### src/rtl/uart_rx_pkg.sv
package uart_rx_pkg;

    parameter int unsigned RX_DATA_W   = 8;
    parameter int unsigned RX_MIN_BITS = 5;
    parameter int unsigned RX_WLEN_W   = 2;
    localparam int unsigned RX_IDX_W   = $clog2(RX_DATA_W);

    typedef enum logic [2:0] {
        S_WAITHI,
        S_IDLE,
        S_START,
        S_DATA,
        S_PAR,
        S_STOP,
        S_FLAG,
        S_HOLD2
    } rx_state_e;

    typedef struct packed {
        logic [RX_WLEN_W-1:0] wlen;
        logic                 par_off;
        logic                 par_even;
        logic                 stop2;
    } rx_fmt_t;

endpackage

### src/rtl/uart_rx_sync.sv
module uart_rx_sync #(
    parameter int unsigned STAGES = 2
) (
    input  logic clk,
    input  logic rst_n,
    input  logic din_i,
    output logic dout_o
);
    logic [STAGES-1:0] pipe_d, pipe_q;

    generate
        if (STAGES == 1) begin : g_one
            always_comb pipe_d = din_i;
        end else begin : g_many
            always_comb pipe_d = {pipe_q[STAGES-2:0], din_i};
        end
    endgenerate

    always_ff @(posedge clk or negedge rst_n) begin
        if (!rst_n) pipe_q <= '1;
        else        pipe_q <= pipe_d;
    end

    assign dout_o = pipe_q[STAGES-1];
endmodule

### src/rtl/uart_rx_fmt_reg.sv
module uart_rx_fmt_reg
    import uart_rx_pkg::*;
(
    input  logic    clk,
    input  logic    rst_n,
    input  logic    load_i,
    input  rx_fmt_t fmt_i,
    output rx_fmt_t fmt_o
);
    rx_fmt_t fmt_d, fmt_q;

    always_comb begin
        fmt_d = fmt_q;
        if (load_i) fmt_d = fmt_i;
    end

    always_ff @(posedge clk or negedge rst_n) begin
        if (!rst_n) begin
            fmt_q.wlen     <= '1;
            fmt_q.par_off  <= 1'b1;
            fmt_q.par_even <= 1'b0;
            fmt_q.stop2    <= 1'b0;
        end else begin
            fmt_q <= fmt_d;
        end
    end

    assign fmt_o = fmt_q;
endmodule

### src/rtl/uart_rx_frame.sv
module uart_rx_frame
    import uart_rx_pkg::*;
#(
    parameter int unsigned OVS = 16
) (
    input  logic                 clk,
    input  logic                 rst_n,
    input  logic                 tick_i,
    input  logic                 rx_i,
    input  rx_fmt_t              fmt_i,
    output logic                 load_o,
    output logic [RX_DATA_W-1:0] data_o,
    output logic                 valid_o,
    output logic                 pe_o,
    output logic                 fe_o
);
    localparam int unsigned CNT_W = $clog2(OVS);
    localparam logic [CNT_W-1:0] MID  = CNT_W'(OVS / 2 - 1);
    localparam logic [CNT_W-1:0] LAST = CNT_W'(OVS - 1);

    typedef struct packed {
        rx_state_e            state;
        logic [CNT_W-1:0]     cnt;
        logic [RX_IDX_W-1:0]  bitn;
        logic [RX_DATA_W-1:0] shreg;
        logic                 pe;
        logic                 fe;
    } frame_t;

    frame_t q, d;
    logic [RX_IDX_W-1:0] last_idx;
    logic                par_bad;

    assign last_idx = RX_IDX_W'(RX_MIN_BITS - 1) + RX_IDX_W'(fmt_i.wlen);
    assign par_bad  = ((^q.shreg) ^ rx_i) != !fmt_i.par_even;

    always_comb begin
        d       = q;
        load_o  = 1'b0;
        valid_o = 1'b0;
        unique case (q.state)
            S_WAITHI: if (tick_i && rx_i) d.state = S_IDLE;
            S_IDLE: if (tick_i && !rx_i) begin
                d.state = S_START;
                d.cnt   = '0;
            end
            S_START: if (tick_i) begin
                if (q.cnt == MID) begin
                    if (rx_i) begin
                        d.state = S_IDLE;
                    end else begin
                        d.state = S_DATA;
                        d.cnt   = '0;
                        d.bitn  = '0;
                        d.shreg = '0;
                        d.pe    = 1'b0;
                    end
                end else begin
                    d.cnt = q.cnt + 1'b1;
                end
            end
            S_DATA: if (tick_i) begin
                if (q.cnt == LAST) begin
                    d.shreg[q.bitn] = rx_i;
                    d.cnt           = '0;
                    if (q.bitn == last_idx)
                        d.state = fmt_i.par_off ? S_STOP : S_PAR;
                    else
                        d.bitn = q.bitn + 1'b1;
                end else begin
                    d.cnt = q.cnt + 1'b1;
                end
            end
            S_PAR: if (tick_i) begin
                if (q.cnt == LAST) begin
                    d.pe    = par_bad;
                    d.cnt   = '0;
                    d.state = S_STOP;
                end else begin
                    d.cnt = q.cnt + 1'b1;
                end
            end
            S_STOP: if (tick_i) begin
                if (q.cnt == LAST) begin
                    load_o  = 1'b1;
                    d.fe    = !rx_i;
                    d.cnt   = '0;
                    d.state = S_FLAG;
                end else begin
                    d.cnt = q.cnt + 1'b1;
                end
            end
            S_FLAG: if (tick_i) begin
                valid_o = 1'b1;
                d.cnt   = '0;
                d.state = fmt_i.stop2 ? S_HOLD2 : S_WAITHI;
            end
            S_HOLD2: if (tick_i) begin
                if (q.cnt == LAST) d.state = S_WAITHI;
                else               d.cnt   = q.cnt + 1'b1;
            end
            default: d.state = S_WAITHI;
        endcase
    end

    always_ff @(posedge clk or negedge rst_n) begin
        if (!rst_n) begin
            q.state <= S_WAITHI;
            q.cnt   <= '0;
            q.bitn  <= '0;
            q.shreg <= '0;
            q.pe    <= 1'b0;
            q.fe    <= 1'b0;
        end else begin
            q <= d;
        end
    end

    assign data_o = q.shreg;
    assign pe_o   = q.pe;
    assign fe_o   = q.fe;
endmodule

### src/rtl/uart_rx_flags.sv
module uart_rx_flags
    import uart_rx_pkg::*;
(
    input  logic                 clk,
    input  logic                 rst_n,
    input  logic                 load_i,
    input  logic [RX_DATA_W-1:0] data_i,
    input  logic                 valid_i,
    input  logic                 pe_i,
    input  logic                 fe_i,
    input  logic                 da_clr_n_i,
    output logic [RX_DATA_W-1:0] hold_o,
    output logic                 da_o,
    output logic                 oe_o,
    output logic                 pe_o,
    output logic                 fe_o
);
    typedef struct packed {
        logic [RX_DATA_W-1:0] hold;
        logic                 da;
        logic                 oe;
        logic                 pe;
        logic                 fe;
    } flags_t;

    flags_t q, d;

    always_comb begin
        d = q;
        if (load_i) begin
            d.hold = data_i;
            d.oe   = q.da;
        end
        if (!da_clr_n_i) d.da = 1'b0;
        if (valid_i) begin
            d.da = 1'b1;
            d.pe = pe_i;
            d.fe = fe_i;
        end
    end

    always_ff @(posedge clk or negedge rst_n) begin
        if (!rst_n) q <= '0;
        else        q <= d;
    end

    assign hold_o = q.hold;
    assign da_o   = q.da;
    assign oe_o   = q.oe;
    assign pe_o   = q.pe;
    assign fe_o   = q.fe;
endmodule

### src/rtl/uart_rx_core.sv
module uart_rx_core
    import uart_rx_pkg::*;
#(
    parameter int unsigned OVS         = 16,
    parameter int unsigned SYNC_STAGES = 2
) (
    input  logic                 clk,
    input  logic                 rst_n,
    input  logic                 tick_i,
    input  logic                 rxd_i,
    input  logic                 ctl_load_i,
    input  logic [1:0]           wlen_i,
    input  logic                 par_off_i,
    input  logic                 par_even_i,
    input  logic                 stop2_i,
    input  logic                 da_clr_n_i,
    input  logic                 stat_oe_n_i,
    input  logic                 data_oe_n_i,
    output logic [RX_DATA_W-1:0] rx_data_o,
    output logic                 data_drv_o,
    output logic                 da_o,
    output logic                 oe_o,
    output logic                 pe_o,
    output logic                 fe_o,
    output logic                 stat_drv_o
);
    rx_fmt_t              fmt_in_w, fmt_w;
    logic                 rx_w;
    logic                 load_w, valid_w, fpe_w, ffe_w;
    logic [RX_DATA_W-1:0] fdata_w, hold_w;
    logic                 da_w, oe_w, pe_w, fe_w;

    assign fmt_in_w = '{wlen: wlen_i, par_off: par_off_i,
                        par_even: par_even_i, stop2: stop2_i};

    uart_rx_sync #(.STAGES(SYNC_STAGES)) i_sync (
        .clk(clk), .rst_n(rst_n), .din_i(rxd_i), .dout_o(rx_w)
    );

    uart_rx_fmt_reg i_fmt (
        .clk(clk), .rst_n(rst_n), .load_i(ctl_load_i),
        .fmt_i(fmt_in_w), .fmt_o(fmt_w)
    );

    uart_rx_frame #(.OVS(OVS)) i_frame (
        .clk(clk), .rst_n(rst_n), .tick_i(tick_i), .rx_i(rx_w),
        .fmt_i(fmt_w), .load_o(load_w), .data_o(fdata_w),
        .valid_o(valid_w), .pe_o(fpe_w), .fe_o(ffe_w)
    );

    uart_rx_flags i_flags (
        .clk(clk), .rst_n(rst_n), .load_i(load_w), .data_i(fdata_w),
        .valid_i(valid_w), .pe_i(fpe_w), .fe_i(ffe_w),
        .da_clr_n_i(da_clr_n_i), .hold_o(hold_w), .da_o(da_w),
        .oe_o(oe_w), .pe_o(pe_w), .fe_o(fe_w)
    );

    always_comb begin
        stat_drv_o = !stat_oe_n_i;
        data_drv_o = !data_oe_n_i;
        rx_data_o  = data_drv_o ? hold_w : '0;
        da_o       = stat_drv_o & da_w;
        oe_o       = stat_drv_o & oe_w;
        pe_o       = stat_drv_o & pe_w;
        fe_o       = stat_drv_o & fe_w;
    end
endmodule

### config.mk
export PLATFORM = sky130hd
export DESIGN_NAME = uart_rx_core
export DESIGN_NICKNAME = d
export VERILOG_FILES = /design/src/rtl/uart_rx_pkg.sv /design/src/rtl/uart_rx_sync.sv /design/src/rtl/uart_rx_fmt_reg.sv /design/src/rtl/uart_rx_frame.sv /design/src/rtl/uart_rx_flags.sv /design/src/rtl/uart_rx_core.sv
export SDC_FILE = /design/constraint.sdc
export NUM_CORES = 1
export LEC_CHECK = 0
export BUFFER_PORTS_ARGS = -buffer_cell sky130_fd_sc_hd__buf_4
export CAP_MARGIN = 0
export CORE_MARGIN = 8
export CORE_UTILIZATION = 50
export CTS_CLUSTER_DIAMETER = 40
export DETAILED_ROUTE_END_ITERATION = 7
export GPL_TIMING_DRIVEN = 0
export PLACE_DENSITY = 0.68
export SETUP_SLACK_MARGIN = 0.02
export SLEW_MARGIN = 20
export SYNTH_ARGS = -nofsm -noshare
export SYNTH_HDL_FRONTEND = slang
export SYNTH_SLANG_ARGS = --single-unit
### constraint.sdc
create_clock -name clk -period 5.25 [get_ports clk]
set_clock_uncertainty 0.2 [all_clocks]
set_input_delay 0 -clock clk [delete_from_list [all_inputs] [get_ports clk]]
set_output_delay 0 -clock clk [all_outputs]
set_load 0.05 [all_outputs]
==> results.ini, run 1 <==
[timing]
tightest_slew_ns = 0.5268
rsz0062_at_grt = no
fin_crit_sh = 0.3971
slew-limit-headroom = 0.6458
setup_viol = 0
setup_tns_ns = 0
drv_slew = 0
hold_viol_final = 0
timing.final.crit_period_ns = 2.085
fmax_mhz = 479.6

[synthesis]
synthArstFlopShare = 1.000
synth_top_area_cell = dfrtp_1
postSynthCellCount = 223
synth-main-ff-cell = dfrtp_1
synth_top_cell_area_share = 0.3928
syn_area_mm2 = 0.002166
synth_seq_cells = 39
yosys_warnings = 0
ys_types = 45
synthTopCellsByArea = dfrtp_1 (39%), mux2_2 (8.3%), dfstp_2 (6.1%)
ys_seq_area_frac = 0.4535
synthesis.nets = 238
synth_common_cells = dfrtp_1 (34), nand2_1 (19), mux2_2 (16), nor2b_1 (16), o21ai_1 (15)
synth-edff-count = 0
yosysMostFrequentCell = dfrtp_1
syn_area_per_cell_um2 = 9.712

[place]
gp_congestion = 0.8814
port_buffers = 26
dp_hpwl_mm = 3.208

[outcome]
status = complete, no violations

[die]
ios = 27
initial_core_util = 0.5079
die_h_um = 81.82
coreArea_mm2 = 0.004264
die-area_mm2 = 0.006694
rows = 24
die-width_um = 81.82

[worst_setup_path]
worstSetupEndpointType = flip-flop
required_ns = 5.23
crit_path_max_fanout = 10
path_buf_inv = 2
crit_type = flip-flop to flip-flop
rr_worst_depth = 6
cpPeakStageDelay_ns = 0.41
worst-path-stages = 6
cpMaxStageDelayCell = dfrtp_1
path_cells = ha_1, clkbuf_2, and4_1, nand3_1, buf_2, mux2_2
arrival_ns = 2.06
crit_family = buffers and inverters
startpoint_type = flip-flop

[clock_tree]
cts.path.max_buffers = 2
clock_sinks = 39
htree_levels = 2
clock_latency_ns = 0.29
cts_setup_buffers = 0
cts_inserted_buffers = 5
cts_tree = yes
cts.clk_slew.worst_paths_ns = 0.08
ctsRootBufferMaster = clkbuf_8

[detailed_routing]
vias = 1789
wl_per_cell_um = 14.10
routed_wl_mm = 4.582
initialDrtViolationCount = 104
drtAntennaViolNets = 0
drc = 0
first_pass_iters = 4
via_per_inst = 5.505

[cells_and_area]
final_layout_size_suffix_gt1_frac = 0.2381
post-route-util = 0.6376
area_delta_synth_final_pct = 25.53
final_nets = 287
nFillCells = 382
antenna_cells = 0

[global_routing]
grt_pass1_wl_mm = 7.617
grt_pass1_vias = 1646
grt_max_degree = 40
grt.total_usage = 0.1447
grt-ovfl-total = 0
antenna_found_initial = 0

[pwr]
p_leak_nw = 1.227
power.density_mw_per_mm2 = 344.0
ir_worst_vdd_v = 0.0002391

[hold_path]
hold_class = input pin to async pin

[flow_run]
maxCapViolations = 0

## kinds of logic after synthesis
group,count (synthesis),synth area share
simple gates,73,0.1779
compound gates,60,0.1739
flops,39,0.4535
buf+inv,21,0.05141
mux,16,0.08319
xor+xnor,12,0.04853
fa+ha+maj,2,0.01155
## layer usage
metal	GRT usage	vias up	routed length, um
li1	-	889	-
met1	0.1827	846	2123
met2	0.2352	49	2125
met3	0.03829	5	287
met4	0.04737	0	45
met5	0	-	0
## flip-flops by register name (all words and copies together) (netlist names)
register / count
i_flags.da_o: 1
i_flags.fe_o: 1
i_flags.hold_o: 8
i_flags.oe_o: 1
i_flags.pe_o: 1
i_fmt.fmt_o: 5
i_frame.data_o: 8
i_frame.fe_o: 1
i_frame.pe_o: 1
i_frame.q: 10
i_sync.pipe_q: 2
## layout by cell type (no fill, tap or decap), types with 2 or more instances in the layout
master,synthesis,routed
a21oi_1,8,8
a22o_1,2,2
a31oi_1,4,4
a41o_1,2,2
buf_2,4,4
buf_4,3,29
buf_6,2,2
bufinv_16,0,2
clkbuf_1,4,5
clkbuf_8,0,5
dfrtp_1,34,34
dfstp_2,5,5
dlygate4sd3_1,0,16
ha_1,2,2
inv_1,6,6
mux2_2,16,16
nand2_1,19,19
nand2b_1,5,5
nand3_1,10,10
nand3b_1,2,2
nor2_1,10,10
nor2b_1,16,16
nor3_1,3,3
o211ai_1,2,2
o21ai_0,10,10
o21ai_1,15,15
o31ai_1,8,8
xnor2_1,11,11
## metrics by stage
step / std cells / power, mW / hold slack, ns / setup WS (ns) / instance area, um^2
after CTS: 325 / 0.9422 / 0.03159 / 3.154 / 2719
after global routing: 325 / 0.9921 / 0.08412 / 3.079 / 2719
after detailed placement: 301 / 0.6294 / -0.1958 / 3.166 / 2426
after floorplan: 223 / 0.5629 / -0.4956 / 3.362 / 2166
after global placement: 301 / 0.6274 / -0.1975 / 3.199 / 2426
final: 325 / 0.9353 / 0.01820 / 3.165 / 2719
## layout make-up
| class | instances | area [um^2] | share of cell area |
|---|---|---|---|
| Multi-Input combinational cell | 163 | 1072 | 0.3944 |
| Timing Repair Buffer | 42 | 355.3 | 0.1307 |
| Tap cell | 52 | 65.06 | 0.02393 |
| Clock inverter | 2 | 60.06 | 0.02209 |
| Sequential cell | 39 | 982.2 | 0.3613 |
| Inverter | 6 | 22.52 | 0.008283 |
| Buffer | 15 | 88.84 | 0.03267 |
| Clock buffer | 6 | 72.57 | 0.02669 |
## what timing repair did
action | in CTS | in global routing
endpoints found under the hold margin | 50 | 0
hold buffers | 16 | 0
gates resized for setup | 0 | 0
## power by group
part / internal (mW) / switching (mW) / total (mW)
clock: 0.190 / 0.106 / 0.295
combinational: 0.122 / 0.168 / 0.289
sequential: 0.327 / 0.0239 / 0.350
## final timing paths
kind	from	end	slack, ns
worst min register to register	i_sync.pipe_q[0]	i_sync.pipe_q[1]	0.16
worst max-delay path	i_frame.q[13]	i_flags.oe_o	3.17
min in group clk	stat_oe_n_i	oe_o	0.13
max in group asynchronous	rst_n	i_fmt.fmt_o[3]	4.46
worst min-delay path	rst_n	i_flags.oe_o	0.02
worst max register to register	i_frame.q[13]	i_flags.oe_o	3.17
No activity file was read; power rests on OpenSTA's default activity.
==> run 2, diff against run 1 <==
--- a/config.mk
+++ b/config.mk
@@ -5,6 +5,7 @@
 export SDC_FILE = /design/constraint.sdc
 export NUM_CORES = 1
 export LEC_CHECK = 0
+export ABC_AREA = 1
 export BUFFER_PORTS_ARGS = -buffer_cell sky130_fd_sc_hd__buf_4
 export CAP_MARGIN = 0
 export CORE_MARGIN = 8
@@ -12,7 +13,7 @@
 export CTS_CLUSTER_DIAMETER = 40
 export DETAILED_ROUTE_END_ITERATION = 7
 export GPL_TIMING_DRIVEN = 0
-export PLACE_DENSITY = 0.68
+export PLACE_DENSITY = 0.71
 export SETUP_SLACK_MARGIN = 0.02
 export SLEW_MARGIN = 20
 export SYNTH_ARGS = -nofsm -noshare
==> constraint.sdc (replaced) <==
create_clock -name clk -period 1.8 [get_ports clk]
set_clock_uncertainty 0.2 [all_clocks]
set_input_delay 0 -clock clk [delete_from_list [all_inputs] [get_ports clk]]
set_output_delay 0 -clock clk [all_outputs]
set_load 0.05 [all_outputs]
==> results.ini, run 2 <==
[detailed_routing]
drtAntennaViolNets = 0
wl_per_cell_um = 12.25
routed_wl_mm = 5.415
first_pass_iters = 4
via_per_inst = 5.136
initialDrtViolationCount = 88
drc = 0
vias = 2270

[worst_setup_path]
cpPeakStageDelay_ns = 0.37
crit_path_max_fanout = 6
path_cells = ha_2, nand2_4, nor2_4, nand2_2, o21ai_2, nand2_2, inv_4, buf_6, o21ai_2, nand2_1, nand2_1
crit_type = flip-flop to flip-flop
cpMaxStageDelayCell = dfrtp_1
startpoint_type = flip-flop
arrival_ns = 1.76
worstSetupEndpointType = flip-flop
required_ns = 1.79

[clock_tree]
clock_sinks = 39
cts_tree = yes
cts.path.max_buffers = 2
cts.clk_slew.worst_paths_ns = 0.08
ctsRootBufferMaster = clkbuf_8
clock_latency_ns = 0.29
cts_inserted_buffers = 5
htree_levels = 2

[flow_run]
maxCapViolations = 0

[synthesis]
synthArstFlopShare = 1.000
synth_seq_cells = 39
yosys_warnings = 0
postSynthCellCount = 335
synthesis.nets = 350
ys_seq_area_frac = 0.4232
synth_top_area_cell = dfrtp_1
yosysMostFrequentCell = nand2_1
synth-main-ff-cell = dfrtp_1
syn_area_mm2 = 0.002321
synthTopCellsByArea = dfrtp_1 (37%), nand2_1 (19%), nand3_1 (7.3%)
synth_common_cells = nand2_1 (116), inv_1 (40), dfrtp_1 (34), nand3_1 (34), nor2_1 (31)
synth_top_cell_area_share = 0.3666
synth-edff-count = 0
ys_types = 25
syn_area_per_cell_um2 = 6.928

[cells_and_area]
regMostFlops = i_frame.q
final_cells = 442
final_layout_size_suffix_gt1_frac = 0.2308
final_common_cell = nand2_1
final_cell_mix = nand2_1 (110), inv_1 (37), buf_4 (33), nand3_1 (31), dfrtp_1 (31)
area_delta_synth_final_pct = 29.00
antenna_cells = 0
largest_reg_flops = 10
final_nets = 404

[die]
initial_core_util = 0.5258
die-area_mm2 = 0.007078
die-width_um = 84.13
rows = 24
die_h_um = 84.13
coreArea_mm2 = 0.004414
ios = 27

[place]
gp_congestion = 0.9101
port_buffers = 24
dp_hpwl_mm = 3.786
dp_cells = 411
place_ws_ns = -0.1951

[global_routing]
grt_pass1_vias = 2210
antenna_found_initial = 0
grt-ovfl-total = 0
grt_max_degree = 40
grt.total_usage = 0.1603
grt_pass1_wl_mm = 9.625

[timing]
timing.hold.ws_ns = 0.004232
fin_crit_sh = 0.9879
hold_viol_final = 0
setup_slack_ns = 0.02178
slew-limit-headroom = 0.6719
timing.final.crit_period_ns = 1.778
fmax_mhz = 562.4
setup_viol = 0
drv_slew = 0
rsz0062_at_grt = yes
tightest_slew_ns = 0.4921

[pwr]
p_clk_frac = 0.192
pwr-share-seq = 0.340
ir_worst_vdd_v = 0.0005295
intPower_mw = 1.867
p_sw_mw = 1.275
comb_power_share = 0.468
total_power_mw = 3.142
p_leak_nw = 1.541
power.density_mw_per_mm2 = 1049
switching_share = 0.4057

[outcome]
status = complete, no violations

[hold_path]
hold_class = input pin to async pin

run 2: repair_timing:
action                                  4_1_cts  5_1_grt
hold buffers                                 15        0
gates resized for setup                       9       29
endpoints found under the setup margin       29       30
setup buffers                                 6        4
hold endpoints to repair                     51        0
gates cloned                                  0        1
pin swaps                                     4       10
run 2: power by group through the flow:
stage                     clock network (mW)  logic, mW  registers, mW
after floorplan                            0      0.923           1.06
after global placement                     0       1.14           1.08
after detailed placement                   0       1.16           1.09
after CTS                              0.618       1.31           1.06
after global routing                   0.654       1.64           1.08
final                                  0.603       1.47           1.07
run 2: cells by family after synthesis:
family,after synthesis,share of synthesized area
fa+ha+maj,2,0.01078
compound gates,32,0.07816
mux,2,0.009703
buf+inv,54,0.09487
flops,39,0.4232
xor+xnor,4,0.01510
simple gates,202,0.3682
run 2: layout make-up:
class | count | area (um^2)
fill | 419 | 1420
multi-input combinational | 242 | 1215
sequential | 39 | 985.9
timing repair buffer | 50 | 420.4
inverter | 44 | 170.2
clock buffer | 7 | 86.33
tap | 52 | 65.06
buffer | 7 | 46.29
clock inverter | 1 | 5.005
run 2: routing by layer:
layer | wire length [um] | GRT usage
met1 | 2560 | 0.2056
met2 | 2489 | 0.2514
met3 | 287 | 0.04444
met4 | 77 | 0.05808
met5 | 0 | 0
run 2: worst paths after layout:
kind / from / endpoint / slack [ns] / cells past startpoint
max in group asynchronous: rst_n / i_frame.q[10] / 1.01 / 2
hold reg to reg: i_sync.pipe_q[0] / i_sync.pipe_q[1] / 0.16 / 0
hold / removal: rst_n / i_fmt.fmt_o[0] / 0.004 / 2
setup reg to reg: i_frame.q[13] / i_frame.data_o[4] / 0.02 / 11
setup / recovery: i_frame.q[13] / i_frame.data_o[4] / 0.02 / 11
min in group clk: stat_oe_n_i / stat_drv_o / 0.12 / 3
run 2: metrics by stage:
stage / utilization / TNS (ns) / area [um^2]
3_5_place_dp: 0.5859 / -1.967 / 2586
5_1_grt: 0.6783 / -0.5007 / 2994
6_report: 0.6783 / 0 / 2994
2_1_floorplan: - / 0 / 2341
3_3_place_gp: 0.5859 / -1.554 / 2586
4_1_cts: 0.6550 / 0 / 2892
run 2: critical path, delay by kind of cell (launching register included):
family | cells | cell delay, ns
AOI/OAI and AO/OA | 2 | 0.18
DFF | 1 | 0.37
buffers and inverters | 2 | 0.21
and+or+nand+nor | 6 | 0.50
adders and majority gates | 1 | 0.22
